## config.mk

```make
export PLATFORM = sky130hd
export DESIGN_NAME = tmr_trig_top
export DESIGN_NICKNAME = d
export VERILOG_FILES = /design/src/rtl/tmr_pkg.sv /design/src/rtl/tmr_regs.sv /design/src/rtl/tmr_core.sv /design/src/rtl/tmr_trgsel.sv /design/src/rtl/tmr_trig_top.sv
export SDC_FILE = /design/constraint.sdc
export NUM_CORES = 1
export LEC_CHECK = 0
export ABC_AREA = 1
export BUFFER_PORTS_ARGS = -buffer_cell sky130_fd_sc_hd__buf_2
export CORE_ASPECT_RATIO = 1.4
export CORE_UTILIZATION = 46
export DETAILED_ROUTE_END_ITERATION = 6
export PLACE_DENSITY_LB_ADDON = 0.3
export SLEW_MARGIN = 20
export SYNTH_ARGS = -nofsm -noshare
export SYNTH_HDL_FRONTEND = slang
export SYNTH_SLANG_ARGS = --single-unit
export TNS_END_PERCENT = 5
```

## constraint.sdc

```tcl
create_clock -name clk -period 2.65 [get_ports clk]
set_input_delay 0.1325 -clock clk [delete_from_list [all_inputs] [get_ports clk]]
set_output_delay 0.1325 -clock clk [all_outputs]
set_load 0.1 [all_outputs]
```

## src/rtl/tmr_pkg.sv

```systemverilog
package tmr_pkg;
    localparam int ADDR_W  = 3;
    localparam int MODE_W  = 3;
    localparam int NUM_REF = 4;

    typedef enum logic [ADDR_W-1:0] {
        A_CTRL = 3'd0,
        A_PSC  = 3'd1,
        A_ARR  = 3'd2,
        A_CNT  = 3'd3,
        A_MODE = 3'd4,
        A_EVT  = 3'd5
    } reg_addr_e;

    typedef enum logic [MODE_W-1:0] {
        M_RESET  = 3'd0,
        M_ENABLE = 3'd1,
        M_UPDATE = 3'd2,
        M_CPULSE = 3'd3
    } trg_mode_e;
endpackage

```

## src/rtl/tmr_regs.sv

```systemverilog
module tmr_regs
    import tmr_pkg::*;
#(
    parameter int DATA_W = 16,
    parameter int PSC_W  = 16,
    parameter int CNT_W  = 16
) (
    input  logic              clk,
    input  logic              rst_n,
    input  logic              wr_en,
    input  logic [ADDR_W-1:0] wr_addr,
    input  logic [DATA_W-1:0] wr_data,
    output logic              en,
    output logic              arpe,
    output logic              dir,
    output logic [MODE_W-1:0] mode,
    output logic [PSC_W-1:0]  psc_pre,
    output logic [CNT_W-1:0]  arr_pre,
    output logic              cnt_wr,
    output logic [CNT_W-1:0]  cnt_wdata,
    output logic              ug
);
    typedef struct packed {
        logic              en;
        logic              arpe;
        logic              dir;
        logic [MODE_W-1:0] mode;
        logic [PSC_W-1:0]  psc;
        logic [CNT_W-1:0]  arr;
    } regs_t;

    regs_t r_d, r_q;

    always_comb begin
        r_d       = r_q;
        cnt_wr    = 1'b0;
        ug        = 1'b0;
        cnt_wdata = wr_data[CNT_W-1:0];
        if (wr_en) begin
            case (reg_addr_e'(wr_addr))
                A_CTRL: begin
                    r_d.en   = wr_data[0];
                    r_d.arpe = wr_data[1];
                    r_d.dir  = wr_data[2];
                end
                A_PSC:  r_d.psc  = wr_data[PSC_W-1:0];
                A_ARR:  r_d.arr  = wr_data[CNT_W-1:0];
                A_CNT:  cnt_wr   = 1'b1;
                A_MODE: r_d.mode = wr_data[MODE_W-1:0];
                A_EVT:  ug       = wr_data[0];
                default: ;
            endcase
        end
    end

    always_ff @(posedge clk or negedge rst_n) begin
        if (!rst_n) r_q <= '0;
        else        r_q <= r_d;
    end

    assign en      = r_q.en;
    assign arpe    = r_q.arpe;
    assign dir     = r_q.dir;
    assign mode    = r_q.mode;
    assign psc_pre = r_q.psc;
    assign arr_pre = r_q.arr;

    // a write to an unrelated address leaves the limit untouched
    a_r8_arr_write_only: assert property (@(posedge clk) disable iff (!rst_n)
        (wr_en && wr_addr != A_ARR) |=> $stable(arr_pre));
endmodule

```

## src/rtl/tmr_core.sv

```systemverilog
module tmr_core #(
    parameter int PSC_W = 16,
    parameter int CNT_W = 16
) (
    input  logic             clk,
    input  logic             rst_n,
    input  logic             en,
    input  logic             arpe,
    input  logic             dir,
    input  logic [PSC_W-1:0] psc_pre,
    input  logic [CNT_W-1:0] arr_pre,
    input  logic             ug,
    input  logic             cnt_wr,
    input  logic [CNT_W-1:0] cnt_wdata,
    output logic [CNT_W-1:0] cnt,
    output logic             upd,
    output logic             ug_pulse
);
    typedef struct packed {
        logic [PSC_W-1:0] pc;
        logic [PSC_W-1:0] psc_sh;
        logic [CNT_W-1:0] arr_sh;
        logic [CNT_W-1:0] cnt;
        logic             upd;
        logic             ugp;
    } core_t;

    core_t c_d, c_q;
    logic [CNT_W-1:0] arr_act;
    logic             tick;
    logic             wrap;

    always_comb begin
        c_d     = c_q;
        c_d.upd = 1'b0;
        c_d.ugp = 1'b0;
        arr_act = arpe ? c_q.arr_sh : arr_pre;
        tick    = en && (c_q.pc >= c_q.psc_sh);
        wrap    = dir ? (c_q.cnt == '0) : (c_q.cnt >= arr_act);

        if (ug) begin
            c_d.pc     = '0;
            c_d.psc_sh = psc_pre;
            c_d.arr_sh = arr_pre;
            c_d.cnt    = dir ? arr_pre : '0;
            c_d.upd    = 1'b1;
            c_d.ugp    = 1'b1;
        end else begin
            if (en) c_d.pc = tick ? '0 : c_q.pc + 1'b1;
            if (cnt_wr) begin
                c_d.cnt = cnt_wdata;
            end else if (tick) begin
                if (wrap) begin
                    c_d.cnt    = dir ? arr_pre : '0;
                    c_d.upd    = 1'b1;
                    c_d.psc_sh = psc_pre;
                    c_d.arr_sh = arr_pre;
                end else begin
                    c_d.cnt = dir ? c_q.cnt - 1'b1 : c_q.cnt + 1'b1;
                end
            end
        end
    end

    always_ff @(posedge clk or negedge rst_n) begin
        if (!rst_n) c_q <= '0;
        else        c_q <= c_d;
    end

    assign cnt      = c_q.cnt;
    assign upd      = c_q.upd;
    assign ug_pulse = c_q.ugp;

    // disabled counter holds without a direct write or forced update
    a_r6_hold: assert property (@(posedge clk) disable iff (!rst_n)
        (!en && !ug && !cnt_wr) |=> $stable(cnt));
    // between prescaler ticks the counter does not move
    a_r2_prescale_gap: assert property (@(posedge clk) disable iff (!rst_n)
        (en && !tick && !ug && !cnt_wr) |=> ($stable(cnt) && !upd));
    // forced update yields an update pulse and a cleared prescaler
    a_r5_force: assert property (@(posedge clk) disable iff (!rst_n)
        ug |=> (upd && c_q.pc == '0));
    // forced update counting up restarts at zero
    a_r5_up_start: assert property (@(posedge clk) disable iff (!rst_n)
        (ug && !dir) |=> (cnt == '0));
    // shadowed limit changes only at an update event
    a_r4_shadow: assert property (@(posedge clk) disable iff (!rst_n)
        !c_d.upd |=> $stable(c_q.arr_sh));
endmodule

```

## src/rtl/tmr_trgsel.sv

```systemverilog
module tmr_trgsel
    import tmr_pkg::*;
(
    input  logic               mode_valid,
    input  logic [MODE_W-1:0]  mode,
    input  logic               ug_pulse,
    input  logic               en,
    input  logic               upd,
    input  logic               cmp_pulse,
    input  logic [NUM_REF-1:0] cmp_ref,
    output logic               trg
);
    always_comb begin
        trg = 1'b0;
        if (mode_valid) begin
            case (trg_mode_e'(mode))
                M_RESET:  trg = ug_pulse;
                M_ENABLE: trg = en;
                M_UPDATE: trg = upd;
                M_CPULSE: trg = cmp_pulse;
                default: begin
                    for (int i = 0; i < NUM_REF; i++) begin
                        if (int'(mode) == int'(M_CPULSE) + 1 + i) trg = cmp_ref[i];
                    end
                end
            endcase
        end
    end
endmodule

```

## src/rtl/tmr_trig_top.sv

```systemverilog
module tmr_trig_top
    import tmr_pkg::*;
#(
    parameter int DATA_W = 16,
    parameter int PSC_W  = 16,
    parameter int CNT_W  = 16
) (
    input  logic               clk,
    input  logic               rst_n,
    input  logic               wr_en,
    input  logic [ADDR_W-1:0]  wr_addr,
    input  logic [DATA_W-1:0]  wr_data,
    input  logic               cmp_pulse_i,
    input  logic [NUM_REF-1:0] cmp_ref_i,
    output logic [CNT_W-1:0]   cnt_o,
    output logic               upd_o,
    output logic               trg_o
);
    logic              en, arpe, dir, cnt_wr, ug, ug_pulse;
    logic [MODE_W-1:0] mode;
    logic [PSC_W-1:0]  psc_pre;
    logic [CNT_W-1:0]  arr_pre, cnt_wdata;

    tmr_regs #(.DATA_W(DATA_W), .PSC_W(PSC_W), .CNT_W(CNT_W)) u_regs (
        .clk(clk), .rst_n(rst_n), .wr_en(wr_en), .wr_addr(wr_addr),
        .wr_data(wr_data), .en(en), .arpe(arpe), .dir(dir), .mode(mode),
        .psc_pre(psc_pre), .arr_pre(arr_pre), .cnt_wr(cnt_wr),
        .cnt_wdata(cnt_wdata), .ug(ug)
    );

    tmr_core #(.PSC_W(PSC_W), .CNT_W(CNT_W)) u_core (
        .clk(clk), .rst_n(rst_n), .en(en), .arpe(arpe), .dir(dir),
        .psc_pre(psc_pre), .arr_pre(arr_pre), .ug(ug), .cnt_wr(cnt_wr),
        .cnt_wdata(cnt_wdata), .cnt(cnt_o), .upd(upd_o), .ug_pulse(ug_pulse)
    );

    tmr_trgsel u_sel (
        .mode_valid(1'b1), .mode(mode), .ug_pulse(ug_pulse), .en(en),
        .upd(upd_o), .cmp_pulse(cmp_pulse_i), .cmp_ref(cmp_ref_i), .trg(trg_o)
    );

    // update mode mirrors the core's update pulse
    a_r7_update_mode: assert property (@(posedge clk) disable iff (!rst_n)
        (mode == 3'd2) |-> (trg_o == upd_o));
    // reset mode never fires without an update pulse
    a_r7_reset_mode: assert property (@(posedge clk) disable iff (!rst_n)
        (mode == 3'd0 && trg_o) |-> upd_o);
    // outputs are quiet right after reset
    a_r1_reset_quiet: assert property (@(posedge clk)
        !rst_n |=> (cnt_o == '0 || !rst_n));
endmodule

```

# Yosys cells after proc, flatten, opt, wreduce, memory -nomap -nowiden
# Cells that the tools add are included.
# op_classes
addsub,3
magnitude_cmp,2
eq_ne,13
mux,24
reduce_logical,13
# ops
operator,n
$mux W16,7
$mux W65,1
$mux W32,2
$mux W49,1
$add A16 B1 Y16 const B,2
$ge A16 B16 Y1,2
$logic_not A16 Y1,1
$sub A16 B1 Y16 const B,1
$eq A3 B2 Y1 const B,5
$eq A3 B3 Y1 const B,4
$mux W1,12
$eq A3 B1 Y1 const B,3
$reduce_and A2 Y1,4
$logic_not A3 Y1,2
$reduce_bool A2 Y1,3
$pmux W1 S4,1
$reduce_and A3 Y1,1
$reduce_bool A3 Y1,1
$ne A2 B1 Y1 const B,1
$logic_and A1 B1 Y1,1
# word_totals
regBits,104
output_inout_bits,18
wordCells,67

# Logic depth before layout (Yosys ltp)
# Gate-level depths: netlist (run 1).
# depth
depth_word,7
depth_mapped,20
depth_no_buf,17

# Cells and area by module
# From an unflattened synthesis (run 1), not the netlist that was laid out.
# unflattened
hier_cells,1042
area_unflattened_um2,7435.9
# modules_own_cells
module,instances,cells_per_inst,area_per_inst_um2,seq_area_each_um2
tmr_core,1,822,5605.4,1651.6
tmr_regs,1,193,1722.9,950.9
tmr_trgsel,1,26,103.8,0.0
tmr_trig_top,1,1,3.8,0.0

# Least setup slack after synthesis (run 1)
# OpenSTA, ideal clock, no wires.
# synth_timing
path_kind,register to register
from,register u_regs.r_q (netlist bit u_regs.arpe)
to,register u_core.c_q[18] in the netlist's numbering
arrival_time_ns,2.416
setup_slack_ns,0.117
path_stages_with_launch,19
path_cell_list,dfrtp_1 -> buf_2 -> buf_1 -> mux2i_1 -> ha_1 -> nand2_1 -> inv_2 -> nand2_1 -> nand2_1 -> nor2_1 -> nand2_1 -> nand2_1 -> nand2_1 -> nand2_4 -> nand2_1 -> nand3_2 -> buf_6 -> buf_6 -> o21ai_2
# synth_via
elab_chain_cells,5
# synth_lines
item,line,text
from (decl),tmr_regs.sv:32,"regs_t r_d, r_q;"
from (signal assigned),tmr_regs.sv:58,else r_q <= r_d;
$mux W16,tmr_core.sv:37,arr_act = arpe ? c_q.arr_sh : arr_pre;
$ge A16 B16 Y1,tmr_core.sv:39,wrap = dir ? (c_q.cnt == '0) : (c_q.cnt >= arr_act);
$mux W1,tmr_core.sv:39,
$reduce_bool A2 Y1 (no source line),-,
$reduce_and A3 Y1 (no source line),-,
to (signal assigned),tmr_core.sv:66,if (!rst_n) c_q <= '0;
to (signal assigned),tmr_core.sv:67,else c_q <= c_d;
to (decl),tmr_core.sv:28,"core_t c_d, c_q;"
# Every way passes these cells.
# A chain may end at the register's enable or synchronous reset.

# Worst setup path in the final report (run 1)
# layout_timing
from,register u_regs.r_q (netlist bit u_regs.arpe)
to,register u_core.c_q[30] in the netlist's numbering
# Same word-level chain as after synthesis.

==> results of run 1 <==
==> metal layers <==
metal  wire length, um  global-route usage (%)
met1              7250                    27.6
met2              8760                    42.9
met3               535                    3.01
met4               471                    9.11
met5                 0                       0
==> report_power, final <==
part / switching, mW / total (mW) / internal, mW / leakage [nW]
clock: 0.673 / 1.33 / 0.661 / 0.144
sequential: 0.390 / 2.27 / 1.88 / 1.37
combinational: 2.82 / 3.99 / 1.17 / 2.63
==> layout make-up <==
class                      instances  area share [%]
timing repair buffer              61            5.20
sequential                       104            33.6
clock buffer                       9            2.90
inverter                         116            5.62
clock inverter                     7           0.807
tap                              192            3.10
multi-input combinational        723            48.8
==> cells in the final DEF (no fill, tap or decap), types with 4 or more instances in the layout <==
cell         n
nand3_1     47
inv_1      107
nand2_1    390
o21ai_2     23
xor2_1      14
buf_4       13
o21ai_1     11
nand4_1      8
buf_12       4
nand2_2     12
clkbuf_16    9
dfrtp_1    104
ha_1        47
o21ai_0     44
a21oi_1     38
buf_2       43
nor2_1      44
mux2i_1     15
inv_2        7
==> sequential cells by signal, summed over array words and instances (netlist names) <==
signal,flops
u_core.c_q,48
u_regs.mode,3
u_regs.arpe,1
u_core.upd,1
u_regs.arr_pre,16
u_core.cnt,16
u_regs.en,1
u_regs.psc_pre,16
u_regs.dir,1
u_core.ug_pulse,1
==> metrics by stage <==
step           area (um2)  hold WS (ns)
6_report             7750        0.0558
5_1_grt              7750        0.0700
4_1_cts              7750        0.0518
3_5_place_dp         7460         0.114
3_3_place_gp         7460         0.117
2_1_floorplan        7120        -0.163
==> what timing repair did <==
item | in CTS | in global routing
hold buffers | 1 | 0
endpoints found under the hold margin | 29 | 0
gates resized for setup | 0 | 0
==> critical path, stage by stage, from the launching register on <==
cell and delay, ns:
dfrtp_1 0.38, buf_12 0.18, mux2i_1 0.23, ha_1 0.28, nand2_1 0.08, o21bai_1 0.11
nand2_1 0.08, a21oi_2 0.13, nand2_1 0.10, nand2_4 0.07, nand2_1 0.06, nand3_2 0.10
buf_12 0.29, nand2_1 0.09, o21ai_1 0.09
==> cells in the mapped netlist (3+ instances only) <==
master / n / area share (%)
a21oi_1: 38 / 2.7
and2_1: 3 / 0.26
buf_2: 10 / 0.70
buf_4: 16 / 1.7
buf_6: 7 / 1.1
clkbuf_1: 13 / 0.68
dfrtp_1: 104 / 37
ha_1: 47 / 8.3
inv_1: 107 / 5.6
inv_2: 7 / 0.37
mux2i_1: 15 / 2.1
nand2_1: 390 / 21
nand2_2: 12 / 1.1
nand2_4: 3 / 0.47
nand3_1: 47 / 3.3
nand4_1: 8 / 0.70
nor2_1: 44 / 2.3
nor2_4: 3 / 0.47
nor3_1: 3 / 0.21
o21ai_0: 44 / 3.1
o21ai_1: 11 / 0.77
o21ai_2: 23 / 2.8
xor2_1: 14 / 1.7
==> cells by family (layout without fill, tap and decap cells) <==
logic type                 Yosys count  after routing  synth area share, %
xor gates and xnor gates            16             16                 1.97
and+or+nand+nor                    520            520                 30.3
muxes                               15             15                 2.11
DFF                                104            104                 36.5
adders and majority gates           48             48                 8.54
buffers and inverters              163            193                 10.3
AOI/OAI and AO/OA                  124            124                 10.2
==> path summary, 6_finish.rpt <==
kind / start / to / depth (start not counted)
min: wr_data[3] / u_regs.arr_pre[3]$_DFFE_PN0P_ / 3
max: u_regs.arpe$_DFFE_PN0P_ / u_core.c_q[30]$_DFFE_PN0P_ / 14
max in group asynchronous: rst_n / u_core.cnt[7]$_DFFE_PN0P_ / 3
max reg2reg: u_regs.arpe$_DFFE_PN0P_ / u_core.c_q[30]$_DFFE_PN0P_ / 14
min in group asynchronous: rst_n / u_regs.dir$_DFFE_PN0P_ / 2
min reg2reg: u_regs.psc_pre[13]$_DFFE_PN0P_ / u_regs.psc_pre[13]$_DFFE_PN0P_ / 2
==> results.toml, run 1 <==
[detailed_routing]
drc = 0
wl_per_cell_um = 14.0
first_pass_iters = 4
viasPerCell = 5.02
ant_nets = 0
routed_wl_um = 17000
vias = 6085
drtIter0Drc = 362

[power_and_ir_drop]
p_leak_nw = 4.15
finalPower_mw = 7.59
p_per_area_mw_per_mm2 = 979
vdd.ir_drop.worst_v = 0.000698

[yosys]
yosysWarnings = 0
synth_ff_type = "dfrtp_1"
synth_cell_types = 39
synth_area_per_cell_um2 = 7.20
syn_inst = 990
synthArstFlopShare_pct = 100
ys_ff_latch = 104
synth-edff-count = 0
synth-seq-area-share_pct = 36.5
syn_nets = 1065
syn_area_mm2 = 0.00712

[timing]
min_period_ns = 2.37
slew_headroom_pct = 38.7
period_share_pct = 89.4
clock.fmax_ghz = 0.422
rsz0062_at_grt = "no"
tightest_slew_ns = 0.917
setup_tns_ns = 0
setup_viol = 0
hold_violations = 0
finalWorstSetupSlack_ns = 0.281
fin_worst_skew_ns = 0.00888
slew_viol_final = 0

[run_status]
status = "complete, no violations"

[critical_path]
cp.arrival_ns = 2.65
cp_max_fo = 57
critPathLaunchType = "flop"
setup.worst_path.class = "flop to flop"
r2r_setup_slack_ns = 0.28
endpoint_kind = "flop"
cp.required_ns = 2.93

[clock_network]
clk_latency_ns = 0.36
clk_pin_slew_ns = 0.08
clock_path_buffers = 2
cts_tree = "done"
cts.sinks = 104
numCtsBuffers = 9
htreeDepth = 3
postCtsSetupBuffers = 0
ctsRootBufferMaster = "clkbuf_16"

[placed_design]
pre_cts_ws_ns = 0.312
dp.cells = 1195
place.port_buffers = 44
gp_congestion = 0.887
hpwlAfterDp_um = 12900

[global_route]
grt_use_total_pct = 23.5
antenna_found_initial = 0
gr-total-overflow = 0
grt_pass1_wl_um = 29300
grt_pass1_vias = 6033
grt_max_degree = 58

[layout]
fillers = 1480
fin_cells = 1212
layout-drive-gt1-share_pct = 12.7
finalCoreUtilization_pct = 51.5
area_growth_pct = 8.83
multi_input_area_mm2 = 0.00378
seq_area_mm2 = 0.00260
antenna_cells = 0
final_nets = 1090

[floorplanning]
chipHeight_um = 149
fp-row-count = 53
ioPinCount = 45
die_area_mm2 = 0.0160
core_area_mm2 = 0.0151
initial_core_util_pct = 47.3
die_width_um = 107

[min_path]
hold_class = "input pin to flop"

[job]
drv_cap = 0
Note: power is estimated with default switching activity, not from simulation.
==> run 2: changes to the inputs <==
- ABC_AREA: 1 -> default
==> results.toml, run 2 <==
[run_status]
status = "finished with violations"
violations = "negative setup slack"

[clock_network]
clock_path_buffers = 2
cts_tree = "done"
cts.sinks = 104
clk_pin_slew_ns = 0.07
ctsRootBufferMaster = "clkbuf_16"
numCtsBuffers = 9
clk_latency_ns = 0.35
htreeDepth = 3

[critical_path]
r2r_setup_slack_ns = -0.12
cp.required_ns = 2.88
critical_path_buf_inv_count = 5
slowest_delay_ns = 0.48
timing.rr.end = "u_core.cnt[1]$_DFFE_PN0P_"
cp_max_fo = 6
critPathLaunchType = "flop"
r2r_cells = 13
critical-path-top-delay-family = "compound AO/OA/AOI/OAI gates"
crit_path_frequent_cell = "a21o_1"
endpoint_kind = "flop"
slowest_stage = "dfrtp_2"
cp.arrival_ns = 3.00
cp_cell_sequence = "buf_12 -> buf_16 -> mux2i_1 -> ha_1 -> a21o_1 -> a21o_1 -> a211oi_2 -> o221ai_4 -> buf_4 -> a31oi_4 -> buf_6 -> inv_8 -> a311o_1"
setup.worst_path.class = "flop to flop"
r2r_start = "u_regs.arpe$_DFFE_PN0P_"

[layout]
layout-drive-gt1-share_pct = 30.3
finalInstanceArea_mm2 = 0.00811
final_common_cell = "dfrtp_1"
fillers = 1179
largest_reg_flops = 48
area_growth_pct = 22.1
largest-register = "u_core.c_q"
layout_common_cells = "102 x dfrtp_1, 83 x buf_4, 76 x nand2_1"
antenna_cells = 0
final_nets = 846

[min_path]
hold_class = "input pin to flop"
holdPathStages = 2
min_to = "u_regs.arr_pre[14]$_DFFE_PN0P_"
hold_path_startpoint = "wr_data[14]"

[yosys]
synth.most_common_cell = "dfrtp_1"
syn_area_mm2 = 0.00664
ys_ff_latch = 104
synth.top_cells.by_count = "104 x dfrtp_1, 77 x nand2_1, 47 x ha_1, 41 x mux2_2, 36 x o21ai_0"
synth-edff-count = 0
yosysWarnings = 0
synth_ff_type = "dfrtp_1"
yosysTopAreaCell = "dfrtp_1"
synth_cell_types = 83
syn_inst = 668
synth_top_area_share_pct = 39.2
synth-seq-area-share_pct = 39.2
synthArstFlopShare_pct = 100
synth.area.top_cells = "dfrtp_1 39%, ha_1 8.9%, mux2_2 7.0%, mux2i_1 4.8%, nand2_1 4.4%"
synth_area_per_cell_um2 = 9.93
syn_nets = 743

[global_route]
grt.met2_usage_pct = 48.0
grt_use_met1_pct = 28.2
antenna_found_initial = 0
gr-total-overflow = 0
grt_pass1_vias = 6154
grt_max_degree = 58
top_usage_layer = "met2"
grt.met3_usage_pct = 3.88
grt_pass1_wl_um = 30600
grt_use_total_pct = 26.3

[placed_design]
gp_congestion = 0.942
hpwlAfterDp_um = 13900
place.port_buffers = 44
placed_area_mm2 = 0.00754

[timing]
period_share_pct = 105
hold_violations = 0
min_period_ns = 2.77
clock.fmax_ghz = 0.361
tightest_slew_ns = 0.848
slew_viol_final = 0
finalWorstSetupSlack_ns = -0.122
slew_headroom_pct = 43.5
setup_viol = 34
holdWs_ns = 0.0667
rsz0062_at_grt = "yes"
fin_worst_skew_ns = 0.00923

[floorplanning]
fp-row-count = 51
initial_core_util_pct = 47.5
core_area_mm2 = 0.0140
die_area_mm2 = 0.0149
ioPinCount = 45
die_width_um = 104
chipHeight_um = 144

[detailed_routing]
drtIter0Drc = 299
viasPerCell = 5.94
vias = 5706
ant_nets = 0
drc = 0
wl_per_cell_um = 19.6
first_pass_iters = 5
routed_wl_um = 18800

[power_and_ir_drop]
p_per_area_mw_per_mm2 = 1230
vdd.ir_drop.worst_v = 0.000568
p_leak_nw = 3.59

[job]
drv_cap = 0
run 2: logic make-up after synthesis:
| logic type | share of synthesized area [%] |
|---|---|
| AO/OA/AOI/OAI | 18.7 |
| adder cells (fa/ha/maj) | 9.16 |
| flip-flops | 39.2 |
| multiplexers | 12.7 |
| AND/OR/NAND/NOR | 12.3 |
| buffers and inverters | 5.83 |
| XOR/XNOR | 2.11 |
run 2: repair_timing:
action | 4_1_cts | 5_1_grt
setup buffers | 6 | 0
pin swaps | 9 | 10
hold buffers | 1 | 0
gates resized for setup | 16 | 20
gates cloned | 1 | 0
endpoints found under the setup margin | 44 | 49
endpoints found under the hold margin | 56 | 0
run 2: worst max-delay path by stage:
stage / start / to / slack, ns / cells past startpoint
final: u_regs.arpe$_DFFE_PN0P_ / u_core.cnt[1]$_DFFE_PN0P_ / -0.12 / 13
after global routing: u_regs.arpe$_DFFE_PN0P_ / u_core.cnt[1]$_DFFE_PN0P_ / -0.22 / 12
after global placement: u_regs.arpe$_DFFE_PN0P_ / u_core.cnt[5]$_DFFE_PN0P_ / -0.10 / 11
after detailed placement: u_regs.arpe$_DFFE_PN0P_ / u_core.cnt[4]$_DFFE_PN0P_ / -0.16 / 10
after CTS: u_regs.arpe$_DFFE_PN0P_ / u_core.cnt[1]$_DFFE_PN0P_ / -0.10 / 11
after floorplan: u_regs.arpe$_DFFE_PN0P_ / u_core.cnt[1]$_DFFE_PN0P_ / -0.007 / 12
run 2: per-layer routing:
layer	up-vias	wire (um)
met5	-	0
met4	0	991
met3	66	835
met2	183	9790
met1	2805	7170
li1	2652	-
run 2: area by class of cell:
cell class	count	area, um2	area share [%]
inverter	33	131	1.62
sequential	104	2610	32.1
clock buffer	12	256	3.16
tap	185	231	2.86
clock inverter	4	76.3	0.942
timing repair buffer	137	1020	12.6
multi-input combinational	486	3780	46.7
run 2: power breakdown:
part	internal (mW)	total, mW	switching, mW
Clock	0.883	1.48	0.601
Combinational	2.46	6.02	3.56
Sequential	2.04	2.43	0.391
Total	5.38	9.93	4.55
run 2: per-stage QoR:
step	setup TNS, ns	power [mW]	cells	utilization, %	worst slack (ns)
after floorplan	-0.0197	6.35	668	-	-0.00724
after global placement	-1.49	7.87	937	53.9	-0.102
after detailed placement	-3.24	8.02	937	53.9	-0.162
after CTS	-1.17	9.70	961	57.3	-0.103
after global routing	-6.70	10.5	961	58.0	-0.217
final	-1.91	9.93	961	58.0	-0.122
==> run 3: changes to the inputs <==
- PLACE_DENSITY: default -> 0.64
- PLACE_DENSITY_LB_ADDON: 0.3 -> default
==> results.toml, run 3 (synthesis results as in run 2) <==
[timing]
holdWs_ns = 0.0612
rsz0062_at_grt = "yes"
min_period_ns = 2.75
hold_violations = 0
setup_viol = 21
setup_tns_ns = -0.876
finalWorstSetupSlack_ns = -0.102
slew_viol_final = 0
tightest_slew_ns = 0.840
fin_worst_skew_ns = 0.00891
clock.fmax_ghz = 0.363
period_share_pct = 104
slew_headroom_pct = 44.0

[critical_path]
timing.rr.end = "u_core.cnt[0]$_DFFE_PN0P_"
cp.arrival_ns = 3.03
slowest_delay_ns = 0.45
cp.required_ns = 2.93
slowest_stage = "dfrtp_2"
critical-path-top-delay-family = "compound AO/OA/AOI/OAI gates"
r2r_setup_slack_ns = -0.10
endpoint_kind = "flop"
critPathLaunchType = "flop"
r2r_start = "u_regs.arpe$_DFFE_PN0P_"
cp_max_fo = 6
critical_path_buf_inv_count = 3
cp_cell_sequence = "buf_12 -> buf_6 -> mux2i_1 -> ha_1 -> a21o_1 -> a21o_1 -> a21oi_2 -> o221ai_4 -> a2111oi_0 -> buf_4 -> o21ai_0 -> o211ai_1"
r2r_cells = 12
crit_path_frequent_cell = "a21o_1"
setup.worst_path.class = "flop to flop"

[global_route]
grt_pass1_wl_um = 30900
grt_use_total_pct = 26.8
antenna_found_initial = 0
grt_max_degree = 65
gr-total-overflow = 0
grt_pass1_vias = 6064

[floorplanning]
initial_core_util_pct = 47.5
fp-row-count = 51
core_area_mm2 = 0.0140
die_width_um = 104
chipHeight_um = 144
die_area_mm2 = 0.0149
ioPinCount = 45

[clock_network]
cts.sinks = 104
clk_pin_slew_ns = 0.08
htreeDepth = 3
ctsRootBufferMaster = "clkbuf_16"
clock_path_buffers = 2
numCtsBuffers = 9
cts_tree = "done"
clk_latency_ns = 0.35

[layout]
fillers = 1183
largest_reg_flops = 48
final_nets = 863
fin_cells = 978
finalCoreUtilization_pct = 58.9
final_common_cell = "dfrtp_1"
finalInstanceArea_mm2 = 0.00823
antenna_cells = 0
seq_area_mm2 = 0.00261
layout-drive-gt1-share_pct = 32.3
layout_common_cells = "102 x dfrtp_1, 94 x buf_4, 76 x nand2_1"
multi_input_area_mm2 = 0.00380
largest-register = "u_core.c_q"
area_growth_pct = 24.0

[power_and_ir_drop]
p_leak_nw = 3.67
vdd.ir_drop.worst_v = 0.000682
finalPower_mw = 9.92
p_per_area_mw_per_mm2 = 1210

[detailed_routing]
first_pass_iters = 5
vias = 5778
drtIter0Drc = 349
routed_wl_um = 19100
wl_per_cell_um = 19.5
ant_nets = 0
viasPerCell = 5.91
drc = 0

[min_path]
hold_path_startpoint = "wr_data[11]"
hold_class = "input pin to flop"
holdPathStages = 2
min_to = "u_regs.psc_pre[11]$_DFFE_PN0P_"

[run_status]
status = "finished with violations"
violations = "negative setup slack"

[placed_design]
place.port_buffers = 44
hpwlAfterDp_um = 14200
pre_cts_ws_ns = -0.224
placed_area_mm2 = 0.00767
gp_congestion = 0.956
dp.cells = 953

[job]
drv_cap = 0
==> run 3: timing repair <==
action | in CTS | in global routing
gates cloned | 1 | 0
setup endpoints to repair | 48 | 49
resized for setup | 23 | 24
buffers inserted | 8 | 1
hold buffers | 1 | 0
pin swaps | 21 | 9
endpoints found under the hold margin | 63 | 0
==> run 3: power breakdown <==
group          internal (mW)  switching [mW]  total, mW
sequential              2.04           0.369       2.41
clock                  0.647           0.634       1.28
combinational           2.59            3.64       6.23
==> run 3: worst max path at each step <==
stage                                 start                   endpoint  slack (ns)  cells after the start
global route        u_regs.arpe$_DFFE_PN0P_  u_core.cnt[4]$_DFFE_PN0P_       -0.20                     10
detailed placement  u_regs.arpe$_DFFE_PN0P_  u_core.cnt[5]$_DFFE_PN0P_       -0.22                     13
CTS                 u_regs.arpe$_DFFE_PN0P_  u_core.cnt[1]$_DFFE_PN0P_       -0.10                     11
floorplan           u_regs.arpe$_DFFE_PN0P_  u_core.cnt[1]$_DFFE_PN0P_      -0.007                     12
global placement    u_regs.arpe$_DFFE_PN0P_  u_core.cnt[1]$_DFFE_PN0P_       -0.16                     11
finish              u_regs.arpe$_DFFE_PN0P_  u_core.cnt[0]$_DFFE_PN0P_       -0.10                     12
==> run 3: area by class of cell <==
class	count	area share [%]
Clock buffer	9	2.74
Clock inverter	7	0.639
Inverter	33	1.60
Multi-Input combinational cell	486	46.2
Sequential cell	104	31.7
Tap cell	185	2.81
Timing Repair Buffer	154	14.4
==> run 3: layer usage <==
layer	wire, um	track usage (%)	part of all wire [%]
met3	819	3.52	4.3
met4	941	14.9	4.9
met5	0	0	0
met1	7330	29.8	38
met2	9970	49.7	52
